### src/rtl/zcode_pkg.sv
package zcode_pkg;

    typedef enum logic [1:0] {
        CODE_AMI     = 2'b00,
        CODE_SUB8    = 2'b01,
        CODE_SUB4    = 2'b10,
        CODE_AMI_ALT = 2'b11
    } code_e;

    typedef enum logic [1:0] {
        SYM_SPACE = 2'b00,
        SYM_MARK  = 2'b01,
        SYM_VIOL  = 2'b10
    } sym_e;

    typedef enum logic [1:0] {
        ST_FILL = 2'b00,
        ST_PASS = 2'b01,
        ST_SUB8 = 2'b10,
        ST_SUB4 = 2'b11
    } seq_state_e;

    localparam int LONG_RUN  = 8;
    localparam int SHORT_RUN = 4;
    localparam int STEP_W    = $clog2(LONG_RUN);

    // Eight-zero pattern: violations at steps 3 and 6, bipolar marks at 4 and 7.
    function automatic sym_e sub8_sym(input logic [STEP_W-1:0] step);
        sym_e s;
        case (step)
            3'd3, 3'd6: s = SYM_VIOL;
            3'd4, 3'd7: s = SYM_MARK;
            default:    s = SYM_SPACE;
        endcase
        return s;
    endfunction

    // Four-zero pattern: optional leading mark, violation at step 3.
    function automatic sym_e sub4_sym(input logic [STEP_W-1:0] step, input logic lead_b);
        sym_e s;
        if (step == 3'd3) begin
            s = SYM_VIOL;
        end else if (step == 3'd0 && lead_b) begin
            s = SYM_MARK;
        end else begin
            s = SYM_SPACE;
        end
        return s;
    endfunction

endpackage

### src/rtl/zlook_buf.sv
module zlook_buf #(
    parameter int DEPTH = 8
) (
    input  logic clk,
    input  logic rst_n,
    input  logic shift_en,
    input  logic bit_in,
    output logic tail_bit,
    output logic long_zero,
    output logic short_zero
);
    import zcode_pkg::*;

    localparam int TOP = DEPTH - 1;

    logic [DEPTH-1:0] sr;

    always_ff @(posedge clk or negedge rst_n) begin
        if (!rst_n) begin
            sr <= '0;
        end else if (shift_en) begin
            sr <= {sr[DEPTH-2:0], bit_in};
        end
    end

    assign tail_bit   = sr[TOP];
    assign long_zero  = ~|sr[TOP -: LONG_RUN];
    assign short_zero = ~|sr[TOP -: SHORT_RUN];

endmodule

### src/rtl/zsub_seq.sv
module zsub_seq #(
    parameter int DEPTH = 8
) (
    input  logic              clk,
    input  logic              rst_n,
    input  logic              strobe,
    input  logic [1:0]        code_sel,
    input  logic              tail_bit,
    input  logic              long_zero,
    input  logic              short_zero,
    input  logic              par_even,
    output zcode_pkg::sym_e   sym
);
    import zcode_pkg::*;

    localparam int FILL_W = (DEPTH > 1) ? $clog2(DEPTH) : 1;
    localparam logic [FILL_W-1:0] FILL_LAST = FILL_W'(DEPTH - 1);
    localparam logic [STEP_W-1:0] SUB8_LAST = STEP_W'(LONG_RUN - 1);
    localparam logic [STEP_W-1:0] SUB4_LAST = STEP_W'(SHORT_RUN - 1);

    seq_state_e          state, nxt_state;
    logic [STEP_W-1:0]   step, nxt_step;
    logic [FILL_W-1:0]   fill_cnt, nxt_fill;
    logic                lead_b, nxt_lead;
    code_e               code;
    logic                go8, go4;

    assign code = code_e'(code_sel);
    assign go8  = (code == CODE_SUB8) && long_zero;
    assign go4  = (code == CODE_SUB4) && short_zero;

    // State register
    always_ff @(posedge clk or negedge rst_n) begin
        if (!rst_n) begin
            state    <= ST_FILL;
            step     <= '0;
            fill_cnt <= '0;
            lead_b   <= 1'b0;
        end else if (strobe) begin
            state    <= nxt_state;
            step     <= nxt_step;
            fill_cnt <= nxt_fill;
            lead_b   <= nxt_lead;
        end
    end

    // Next-state logic
    always_comb begin
        nxt_state = state;
        nxt_step  = step;
        nxt_fill  = fill_cnt;
        nxt_lead  = lead_b;
        unique case (state)
            ST_FILL: begin
                nxt_fill = fill_cnt + 1'b1;
                if (fill_cnt == FILL_LAST) begin
                    nxt_state = ST_PASS;
                    nxt_fill  = '0;
                end
            end
            ST_PASS: begin
                if (go8) begin
                    nxt_state = ST_SUB8;
                    nxt_step  = STEP_W'(1);
                end else if (go4) begin
                    nxt_state = ST_SUB4;
                    nxt_step  = STEP_W'(1);
                    nxt_lead  = par_even;
                end
            end
            ST_SUB8: begin
                if (step == SUB8_LAST) begin
                    nxt_state = ST_PASS;
                    nxt_step  = '0;
                end else begin
                    nxt_step = step + 1'b1;
                end
            end
            ST_SUB4: begin
                if (step == SUB4_LAST) begin
                    nxt_state = ST_PASS;
                    nxt_step  = '0;
                end else begin
                    nxt_step = step + 1'b1;
                end
            end
        endcase
    end

    // Output logic: symbol for the bit leaving the buffer on this strobe
    always_comb begin
        sym = SYM_SPACE;
        unique case (state)
            ST_FILL: sym = SYM_SPACE;
            ST_PASS: begin
                if (go8) begin
                    sym = sub8_sym('0);
                end else if (go4) begin
                    sym = sub4_sym('0, par_even);
                end else begin
                    sym = tail_bit ? SYM_MARK : SYM_SPACE;
                end
            end
            ST_SUB8: sym = sub8_sym(step);
            ST_SUB4: sym = sub4_sym(step, lead_b);
        endcase
    end

endmodule

### src/rtl/pulse_pol.sv
module pulse_pol (
    input  logic            clk,
    input  logic            rst_n,
    input  logic            strobe,
    input  zcode_pkg::sym_e sym,
    output logic            pos_q,
    output logic            neg_q,
    output logic            par_even
);
    import zcode_pkg::*;

    logic last_pos;
    logic odd_b;

    always_ff @(posedge clk or negedge rst_n) begin
        if (!rst_n) begin
            pos_q    <= 1'b0;
            neg_q    <= 1'b0;
            last_pos <= 1'b0;
            odd_b    <= 1'b0;
        end else if (strobe) begin
            unique case (sym)
                SYM_MARK: begin
                    pos_q    <= ~last_pos;
                    neg_q    <= last_pos;
                    last_pos <= ~last_pos;
                    odd_b    <= ~odd_b;
                end
                SYM_VIOL: begin
                    pos_q <= last_pos;
                    neg_q <= ~last_pos;
                    odd_b <= 1'b0;
                end
                default: begin
                    pos_q <= 1'b0;
                    neg_q <= 1'b0;
                end
            endcase
        end
    end

    assign par_even = ~odd_b;

endmodule

### src/rtl/zcode_line_enc.sv
module zcode_line_enc #(
    parameter int LA_DEPTH = 8
) (
    input  logic       clk,
    input  logic       rst_n,
    input  logic       tx_bit,
    input  logic       tx_vld,
    input  logic [1:0] code_sel,
    input  logic       rail_inv,
    output logic       rail_p,
    output logic       rail_n
);
    import zcode_pkg::*;

    logic tail_bit, long_zero, short_zero;
    logic par_even;
    logic pos_q, neg_q;
    sym_e sym;

    zlook_buf #(.DEPTH(LA_DEPTH)) u_buf (
        .clk       (clk),
        .rst_n     (rst_n),
        .shift_en  (tx_vld),
        .bit_in    (tx_bit),
        .tail_bit  (tail_bit),
        .long_zero (long_zero),
        .short_zero(short_zero)
    );

    zsub_seq #(.DEPTH(LA_DEPTH)) u_seq (
        .clk       (clk),
        .rst_n     (rst_n),
        .strobe    (tx_vld),
        .code_sel  (code_sel),
        .tail_bit  (tail_bit),
        .long_zero (long_zero),
        .short_zero(short_zero),
        .par_even  (par_even),
        .sym       (sym)
    );

    pulse_pol u_pol (
        .clk     (clk),
        .rst_n   (rst_n),
        .strobe  (tx_vld),
        .sym     (sym),
        .pos_q   (pos_q),
        .neg_q   (neg_q),
        .par_even(par_even)
    );

    assign rail_p = pos_q ^ rail_inv;
    assign rail_n = neg_q ^ rail_inv;

endmodule

### config.mk
export PLATFORM = sky130hd
export DESIGN_NAME = zcode_line_enc
export DESIGN_NICKNAME = d
export VERILOG_FILES = /design/src/rtl/zcode_pkg.sv /design/src/rtl/zlook_buf.sv /design/src/rtl/zsub_seq.sv /design/src/rtl/pulse_pol.sv /design/src/rtl/zcode_line_enc.sv
export SDC_FILE = /design/constraint.sdc
export NUM_CORES = 1
export LEC_CHECK = 0
export BUFFER_PORTS_ARGS = -buffer_cell sky130_fd_sc_hd__buf_4
export CORE_MARGIN = 4
export CORE_UTILIZATION = 55
export CTS_BUF_LIST = sky130_fd_sc_hd__clkbuf_8
export CTS_CLUSTER_DIAMETER = 50
export DETAILED_ROUTE_END_ITERATION = 16
export HOLD_SLACK_MARGIN = 0.05
export MAX_ROUTING_LAYER = met4
export PLACE_DENSITY = 0.88
export SETUP_SLACK_MARGIN = 0.4
export SYNTH_ARGS = -nofsm -noshare
export SYNTH_HDL_FRONTEND = slang
export SYNTH_SLANG_ARGS = --single-unit
### constraint.sdc
create_clock -name clk -period 1.98 [get_ports clk]
set_input_delay 0 -clock clk [delete_from_list [all_inputs] [get_ports clk]]
set_output_delay 0 -clock clk [all_outputs]
set_load 0.05 [all_outputs]
=== Yosys cells after proc, flatten, opt, wreduce, memory -nomap -nowiden ===
Index checks and enable logic that the tools add are counted.

* Output and inout port bits: 2
* Word-level logic and storage cells: 74
* Register bits after elaboration: 21

* Reductions and logical operators: 19
* Equal/unequal tests: 16
* Muxes and demuxes: 23
* Add/subtract/negate cells: 2
* Bitwise operators: 5

{| class="wikitable"
|+ Operators by type and width
! kind !! count
|-
| $mux 2 || 8
|-
| $pmux 2 s4 || 2
|-
| $mux 3 || 5
|-
| $eq 3x3->1 const B || 4
|-
| $pmux 3 s3 || 1
|-
| $eq 2x2->1 const B || 4
|-
| $reduce_or 8->1 || 1
|-
| $add 3x1->3 const B || 2
|-
| $eq 2x1->1 const B || 3
|-
| $ne 2x1->1 const B || 3
|-
| $pmux 1 s2 || 3
|-
| $reduce_and 2->1 || 3
|-
| $reduce_and 5->1 || 1
|-
| $pmux 2 s2 || 1
|-
| $reduce_and 4->1 || 1
|-
| $reduce_or 2->1 || 2
|-
| $reduce_or 4->1 || 1
|-
| $eq 3x2->1 const B || 1
|-
| $logic_and 1x1->1 || 3
|-
| $logic_not 3->1 || 1
|-
| $mux 1 || 3
|-
| $ne 3x1->1 const B || 1
|-
| $not 1->1 || 3
|-
| $reduce_and 3->1 || 1
|-
| other kinds (5) || 7
|}

=== Longest topological paths before layout ===
Gate-level depths: netlist of the first run.

* Depth after elaboration: 9
* Gate-level depth with buffers: 9

=== By module ===
A second synthesis of the first run with hierarchy kept.

* Cell total of the unflattened synthesis: 106
* Area, all modules: 1,193.6 um^2

{| class="wikitable"
|+ By module, submodules not included
! module !! times used !! area each (um^2) !! cells an instance
|-
| zsub_seq || 1 || 643.1 || 64
|-
| zlook_buf || 1 || 320.3 || 20
|-
| pulse_pol || 1 || 212.7 || 20
|-
| zcode_line_enc || 1 || 17.5 || 2
|}

=== Worst setup path before layout of the first run ===
OpenSTA, ideal clock, no wires.

* Path type: register to register
* From: register u_seq.step[0]
* To: register u_pol.odd_b
* Arrival: 1.964 ns
* Library setup time: 0.125 ns
* Required time: 1.855 ns
* Period minus slack after synthesis: 2.089 ns
* Stages on the path, launching flop included: 10
* Setup slack: -0.109 ns
* Path buffers: 0
* Cells stage by stage: dfrtp_1 ha_1 ha_1 nand2b_1 o22ai_1 a21oi_1 mux2i_1 ha_1 nor2_1 mux2_2

* Longest elaborated chain between the ends: 8

{| class="wikitable"
|+ RTL lines
! what !! RTL line !! RTL
|-
| from (decl) || zsub_seq.sv:22 || <nowiki>logic [STEP_W-1:0] step, nxt_step;</nowiki>
|-
| from (signal assigned) || zsub_seq.sv:41 || <nowiki>step <= nxt_step;</nowiki>
|-
| parallel branches: the longest is 4 deep, another holds $eq 3x3->1 || n/a ||
|-
| $pmux 2 s4 * || zsub_seq.sv:93 || <nowiki>unique case (state)</nowiki>
|-
| $eq 2x1->1 or $eq 2x2->1 (tied branches) || pulse_pol.sv:22 || <nowiki>unique case (sym)</nowiki>
|-
| $reduce_bool 2->1 (no source line) || n/a ||
|-
| $reduce_and 2->1 (no source line) || n/a ||
|-
| to (signal assigned) || pulse_pol.sv:27 || <nowiki>odd_b <= ~odd_b;</nowiki>
|-
| to (decl) || pulse_pol.sv:13 || <nowiki>logic odd_b;</nowiki>
|}

Mark *: on every way between the ends.
A chain may end at the register's enable or synchronous reset.

=== Final worst setup path of the first run ===
Ends and elaborated chain as after synthesis.

==> results of run 1 <==
## layout by cell type, fill, tap and decap left out, drive strengths merged
cell type	instances
o311ai	1
o311a	1
nand3	2
xnor2	1
nand2b	2
a31oi	2
a31o	2
nand2	7
or2	1
mux2i	5
xor2	2
clkinv	1
mux2	15
nor2	8
nor2b	3
clkbuf	3
nor4	2
nor4b	1
o21ai	3
dfrtp	21
a21oi	6
o22ai	3
ha	10
inv	8
and3b	1
and3	1
dlygate4sd3	3
buf	18
## per-stage QoR
step	power [uW]	area, um2	utilization (%)	TNS, ns
2_1_floorplan	1470	1250	-	-0.00616
3_3_place_gp	1710	1380	68.3	-0.0411
3_5_place_dp	1810	1380	68.3	-0.115
4_1_cts	2180	1490	73.8	-0.0682
5_1_grt	2400	1520	75.1	-0.191
6_report	2250	1520	75.1	-0.0462
## layer usage
layer  up-vias  global-route usage (%)
li1        436                       -
met1       453                    24.4
met2        35                    40.4
met3        19                    4.02
met4         0                    14.6
met5         -                       -
## flip-flops by register name, indices dropped and copies added, names as in the netlist
| name | count |
|---|---|
| u_pol.odd_b | 1 |
| u_seq.step | 3 |
| u_seq.lead_b | 1 |
| u_pol.neg_q | 1 |
| u_seq.state | 2 |
| u_seq.fill_cnt | 3 |
| u_pol.pos_q | 1 |
| u_buf.sr | 8 |
| u_pol.last_pos | 1 |
## how the worst max path moves through the flow
stage,startpoint,endpoint,cells past startpoint
after floorplan,u_seq.step[1]$_DFFE_PN0P_,u_pol.odd_b$_DFFE_PN0P_,9
after global placement,u_seq.step[1]$_DFFE_PN0P_,u_pol.odd_b$_DFFE_PN0P_,9
after detailed placement,u_seq.step[1]$_DFFE_PN0P_,u_pol.odd_b$_DFFE_PN0P_,8
after CTS,u_seq.step[0]$_DFFE_PN0P_,u_pol.odd_b$_DFFE_PN0P_,9
after global routing,u_seq.step[1]$_DFFE_PN0P_,u_pol.odd_b$_DFFE_PN0P_,9
final,u_seq.step[0]$_DFFE_PN0P_,u_pol.odd_b$_DFFE_PN0P_,9
## cells by family after synthesis
family	Yosys count	share of synthesized area, %
AO/OA/AOI/OAI	18	9.28
buffers and inverters	12	4.02
flip-flops	21	43.3
AND/OR/NAND/NOR	28	12.9
multiplexers	20	18.0
XOR/XNOR	3	2.17
adder cells (fa/ha/maj)	10	10.3
## area by class of cell
| type | count | area, um2 |
|---|---|---|
| Clock buffer | 3 | 41.3 |
| Clock inverter | 1 | 5.00 |
| Fill cell | 128 | 504 |
| Inverter | 8 | 30.0 |
| Multi-Input combinational cell | 79 | 714 |
| Sequential cell | 21 | 528 |
| Tap cell | 27 | 33.8 |
| Timing Repair Buffer | 21 | 165 |
## report_power, final
part           leakage, uW  switching (uW)  internal (uW)
Sequential        0.000241             224            601
Combinational     0.000406             553            583
Clock            0.0000255             147            141
Total             0.000672             924           1320
## worst max-delay path: stages (launching register included)
cell      delay, ns
dfrtp_2        0.45
ha_4           0.18
ha_4           0.15
nand2b_4       0.14
o22ai_2        0.12
a21oi_2        0.08
mux2i_1        0.14
ha_1           0.25
nor2_2         0.10
mux2_4         0.30
## timing repair
action	in CTS	in global routing
hold endpoints to repair	23	0
gates resized for setup	4	7
hold buffers	3	0
setup endpoints to repair	4	11
setup buffers	3	0
pin swaps	4	2
==> summary by stage, run 1 <==
GRT
The number of antenna violations at the first check in global routing came to 0. The global-route congestion overflow total is 0. The via count of the first global-routing pass is 1042. The maximum number of pins on one net before global-route repair is 23.

Global routing consumed, over all layers together, 23.3% of the routing resources. The first global-routing pass estimated 4610 um of wire.

Layout
The total inserted antenna cells is 0. The proportion of layout cells with a drive suffix above 1 is 39.8%. Compared with the post-synthesis result, the final layout area differs by 25.1%.

The final layout net count is 151. The finished layout holds 160 standard cells, fillers aside.

Clock network
The buffer cell driving the clock tree root is clkbuf_8. In this run the number of H-tree levels came out at 1. The CTS tree is yes. The maximum count of clock buffers along a single path is 2. The total clock sinks is 21.

After clock tree synthesis, the clock-pin slew on the worst setup and hold paths is 0.08 ns. The clock buffer count from CTS is 3. Clock latency on the worst-skew pair, taken at its later pin, is 0.27 ns.

Synth
The share of the Yosys chip area taken by registers is 43.3%. The gate count of the mapped netlist is 112. The total nets after synthesis is 129. The average instance area after synthesis is 10.8 um2.

The number of enable flip-flop cells after synthesis is 0. Yosys attributes the largest share of cell area to dfrtp_1, mux2_2, ha_1, mux2i_1, a21oi_1. Yosys printed 0 warnings. By count the netlist is led by dfrtp_1, mux2_2, ha_1, inv_1, nor2_1. In this run the cell area of the synthesized design comes to 1210 um2. After synthesis, the netlist uses 27 different library cells. dfrtp_1 is the most common cell in the netlist.

The top flip-flop cell by instance count after synthesis is dfrtp_1. The share of synthesized registers carrying an async set or reset is 100%. The leading area contributor after synthesis is dfrtp_1. The register bit total from synthesis is 21. The area share of the largest cell type after synthesis is 43.3%.

STA
In the finished design, the share of the clock period the worst path needs comes to 102%. Setup repair after global routing could not meet its margin everywhere. The time the final worst path needs with I/O delays and setup is 2.03 ns.

The number of max-slew violations in the final report is 0. Hold is met by 0.0612 ns. The worst-case headroom to the max-slew limit is 67.0%. Setup violations remaining at the end of the flow were counted as 1.

Setup slack on the critical path of the routed design comes to -0.0462 ns. For the pin with the worst max-slew slack, the measured transition is 0.495 ns. The final clock skew is 0.00238 ns. The final hold violation count is 0. The highest achievable clock rate is 494 MHz.

Run
Max-cap violations in this run came to 0.

Min path
The launch instance of the worst min-delay path is code_sel[1]. Along the worst hold path, the cell count comes to 3. The tightest min-delay check is of the primary input to flop type. The worst hold path terminates at u_seq.state[0]$_DFFE_PN0P_.

Power and ir drop
The leakage component of the power is 0.000672 uW. Across the VDD grid, the largest voltage drop is 1.00 mV. The power per standard cell area is 1480 nW/um2.

Worst setup path
Data arrives at the worst endpoint at 2.18 ns. In this run the critical register-to-register path is launched from u_seq.step[0]$_DFFE_PN0P_. The number of cells on the worst reg-to-reg path is 9. The critical path is of the flop to flop type.

STA puts the critical path data required time at 2.14 ns. The slack of the worst reg-to-reg path is -0.05 ns. In this run the critical register-to-register path is captured at u_pol.odd_b$_DFFE_PN0P_. STA classifies the critical path endpoint as a flop. The nature of the critical path startpoint is a flop. The largest fanout of any net on the critical path is 3.

Die
In this run the standard cell core region covers 2020 um2. The starting density of the core is 60.0%. The die area is 3020 um2. The number of I/O pins is 9. Measured along the x axis, the die boundary spans 55.0 um. In this run the core area contains 16 standard-cell rows. The floorplan step set the die height to 55.0 um.

Routing
The routed length on met2 is 1460 um. The number of design rule violations left after detail routing is 0. The pre-antenna-repair detailed-routing pass consisted of 4 iterations.

The routed metal-1 wirelength is 1110 um. The routed wirelength normalized by instance count is 17.6 um. In this run the remaining antenna-violating nets after routing total 0. In this run, the number of DRC markers left after iteration 0 of detailed routing was 15. The final wirelength is 2820 um. After detailed routing, the number of vias per cell comes to 5.89. The detailed route wirelength on metal3 is 99 um. The highest metal layer used by the detailed router is met4. Detailed routing inserted a total of 943 vias.

Placed design
The worst setup timing slack at the placement stage is -0.115 ns. The number of port buffers is 8. The placed cell count is 150. The global placement routability congestion is 0.875. Summed over all nets, the half-perimeter wirelength after detailed placement is 1910 um.

Status
The run finished, with violations left. The final reports fail on setup timing.
Note: power is estimated with default switching activity, not from simulation.
==> run 2: changes to the inputs <==
- CORE_UTILIZATION: 55 -> 61
- PLACE_DENSITY: 0.88 -> 0.92
- clock period: 1.98 -> 2.2 ns (I/O delays scaled with it)
==> run 2 against run 1 <==
Effect of this change: the run now ends clean; sequential share of layout area grew 0.41 points; clock skew grew 0.0012 ns; utilization increased by 8.0 points; register-to-register slack better by 0.14 ns; flip-flop and latch count did not move; routed wire length down 3.4%; critical path type unchanged; largest cell class unchanged; largest power group unchanged.
==> summary by stage, run 2 (synthesized netlist as in run 1, its figures left out) <==
Min path
The startpoint identified for the worst hold timing path is code_sel[1]. The worst hold-check path type is primary input to flop.

Clock network
The clock reaches the later pin of the worst-skew pair after 0.26 ns. The total clock sinks is 21. The buffer cell driving the clock tree root is clkbuf_8. Counting the buffers created by CTS gives 3. After clock tree synthesis, the clock-pin slew on the worst setup and hold paths is 0.08 ns. No sink is reached through more buffers than the 2 on the longest clock path. The CTS tree is yes. The depth of the CTS H-tree is 1.

Worst setup path
The startpoint of the most critical setup path is u_seq.step[0]$_DFFE_PN0P_. The nature of the critical path startpoint is a flop. The largest fanout of any net on the critical path is 4.

The data arrival time at the worst-slack endpoint is 2.26 ns. The reg-to-reg critical path startpoint is u_seq.step[0]$_DFFE_PN0P_. The kind of capture point of the worst setup path is a flop. In this run the worst setup path terminates at u_pol.odd_b$_DFFE_PN0P_. The critical path is of the flop to flop type. The worst reg2reg path endpoint is u_pol.odd_b$_DFFE_PN0P_. The number of cells traversed by the worst register-to-register path is 9. The data required time at the worst endpoint is 2.35 ns.

Setup slack on the worst reg-to-reg path comes out at 0.09 ns.

Routing
In the routed design, unresolved DRC markers number 0. The final wirelength is 2730 um. The first detailed-routing pass took 4 iterations. The number of nets with antenna violations after detailed routing is 0. Dividing the detail-routed wire length by the instance count gives 17.6 um. Across all layers, the routed design uses 950 vias. The via count normalized by instance count is 6.13. The detailed router's first-iteration violation count is 15.

Placed design
The number of port buffers is 8. Prior to clock tree synthesis, the placed netlist has a worst setup slack of 0.0413 ns. In this run, placement finished with an instance count of 141. Summed over all nets, the half-perimeter wirelength after detailed placement is 1720 um. Once placement finished, the instance area stood at 1330 um2.

The congestion estimate from routability-driven global placement came to 0.915.

Die
Once the floorplan was initialized, standard cells occupied 67.4% of the core. The die span in y is 52.6 um. The number of I/O pins is 9.

The die extent in x is 52.6 um. The die area is 2770 um2. Row generation in the floorplan step produced 15 rows. The total core area is 1800 um2.

STA
The final clock skew is 0.00358 ns. Setup repair after global routing could not meet its margin everywhere. For the pin with the worst max-slew slack, the measured transition is 0.553 ns. The minimum setup slack in the final design is 0.0924 ns.

Setup violations remaining at the end of the flow were counted as 0. The number of max-slew violations in the final report was 0. The final critical-path share of the clock period is 95.8%.

The setup TNS is 0 ns. The highest achievable clock rate is 474 MHz. The post-route worst hold slack is 0.101 ns.

The worst-case headroom to the max-slew limit is 63.2%. The time the final worst path needs with I/O delays and setup is 2.11 ns. The final hold violation count came to 0.

Power and ir drop
The sequential cell fraction of total power is 38.3%. Cell internal power was estimated by the tool at 1160 uW. The net switching power is 820 uW.

IR analysis of the VDD net gives a maximum drop of 0.970 mV. Of the total power, combinational logic draws 49.1%. Per report_power, the clock group accounts for 12.6% of the total. The fraction of power spent switching nets is 41.3%. Power spread over the standard cell area amounts to 1330 nW/um2. The leakage component of the power is 0.000655 uW.

Run
Max-cap violations in this run came to 0.

GRT
The total overflow left after global routing is 0. The via count of the first global-routing pass is 954. The first global-routing pass estimated 4410 um of wire. The maximum number of pins on one net before global-route repair is 23. The number of antenna violations at the first check in global routing is 0. For this run, the total global-route usage over all layers was measured as 22.4%.

Layout
The most common cell after layout, fill and taps aside is dfrtp_1. Ranked by flip-flop count, first place goes to u_buf.sr. The final layout net count is 148. The total inserted antenna cells is 0. From synthesis to final layout, the design area changed by 23.3%. In the layout the commonest cells are dfrtp_1, buf_4, mux2_2. In the final layout, the registers with the most flip-flops are u_buf.sr x8, u_seq.fill_cnt x3, u_seq.step x3. Once layout is done, the placed cells without fillers occupy 1500 um2.

The number of flip-flops in the largest register is 8. The area of the multi-input gates is 719 um2. Of the cells placed in the final design, the portion with a size suffix greater than 1 is 36.9%. The combined flip-flop and latch cell area is 527 um2. The layout has 90 filler cells. The non-filler instance count after layout is 155.

Status
The flow ran to the end, and the final reports show no timing, DRC or antenna violations.
## run 2: changes by cell type in the layout (fill, tap and decap cells not counted), sizes merged
| cell | delta |
|---|---|
| buf | -3 |
## run 2: per-stage QoR
stage	total power (uW)	util (%)
2_1_floorplan	1320	-
3_3_place_gp	1440	73.5
3_5_place_dp	1520	73.5
4_1_cts	1870	80.8
5_1_grt	2130	83.1
6_report	1980	83.1
## run 2: power by group through the flow
stage	sequential [uW]	combinational, uW	clock [uW]
6_report	760	973	250
5_1_grt	776	1080	273
4_1_cts	728	899	246
3_5_place_dp	729	788	0
3_3_place_gp	711	729	0
2_1_floorplan	646	673	0
## run 2: what timing repair did
action	CTS	global route
hold buffers	3	0
resized for setup	7	4
hold endpoints to repair	23	0
buffers inserted	4	3
pin swaps	5	8
setup endpoints to repair	4	4
## run 2: worst min-delay path by stage
stage                                     to  slack, ns  cells past startpoint
2_1_floorplan        u_buf.sr[0]$_DFFE_PN0P_      -0.30                      0
5_1_grt           u_seq.state[0]$_DFFE_PN0P_       0.12                      3
4_1_cts           u_seq.state[0]$_DFFE_PN0P_       0.10                      3
6_report          u_seq.state[0]$_DFFE_PN0P_       0.10                      3
3_5_place_dp   u_seq.fill_cnt[2]$_DFFE_PN0P_      -0.11                      1
3_3_place_gp   u_seq.fill_cnt[0]$_DFFE_PN0P_      -0.11                      1
## run 2: cell type report
| type | count | area share, % |
|---|---|---|
| multi-input cells | 79 | 48.1 |
| flip-flops and latches | 21 | 35.2 |
| repair buffers | 18 | 9.53 |
| clock buffers | 3 | 2.76 |
| well taps | 25 | 2.09 |
| inverters | 8 | 2.01 |
| clock inverters | 1 | 0.334 |
## run 2: layer usage
layer  share of wire, %  global-route usage, %
met1                 42                   27.7
met2                 52                   37.2
met3                3.3                   2.85
met4                3.3                   8.51
met5                  0                      -
## run 2: worst max-delay path, stage by stage (launching register included)
cell and delay, ns:
dfrtp_1 0.44, ha_4 0.20, ha_4 0.15, nand2b_4 0.14, o22ai_4 0.11, a21oi_2 0.08
mux2i_1 0.16, ha_1 0.27, nor2_2 0.14, mux2_4 0.30
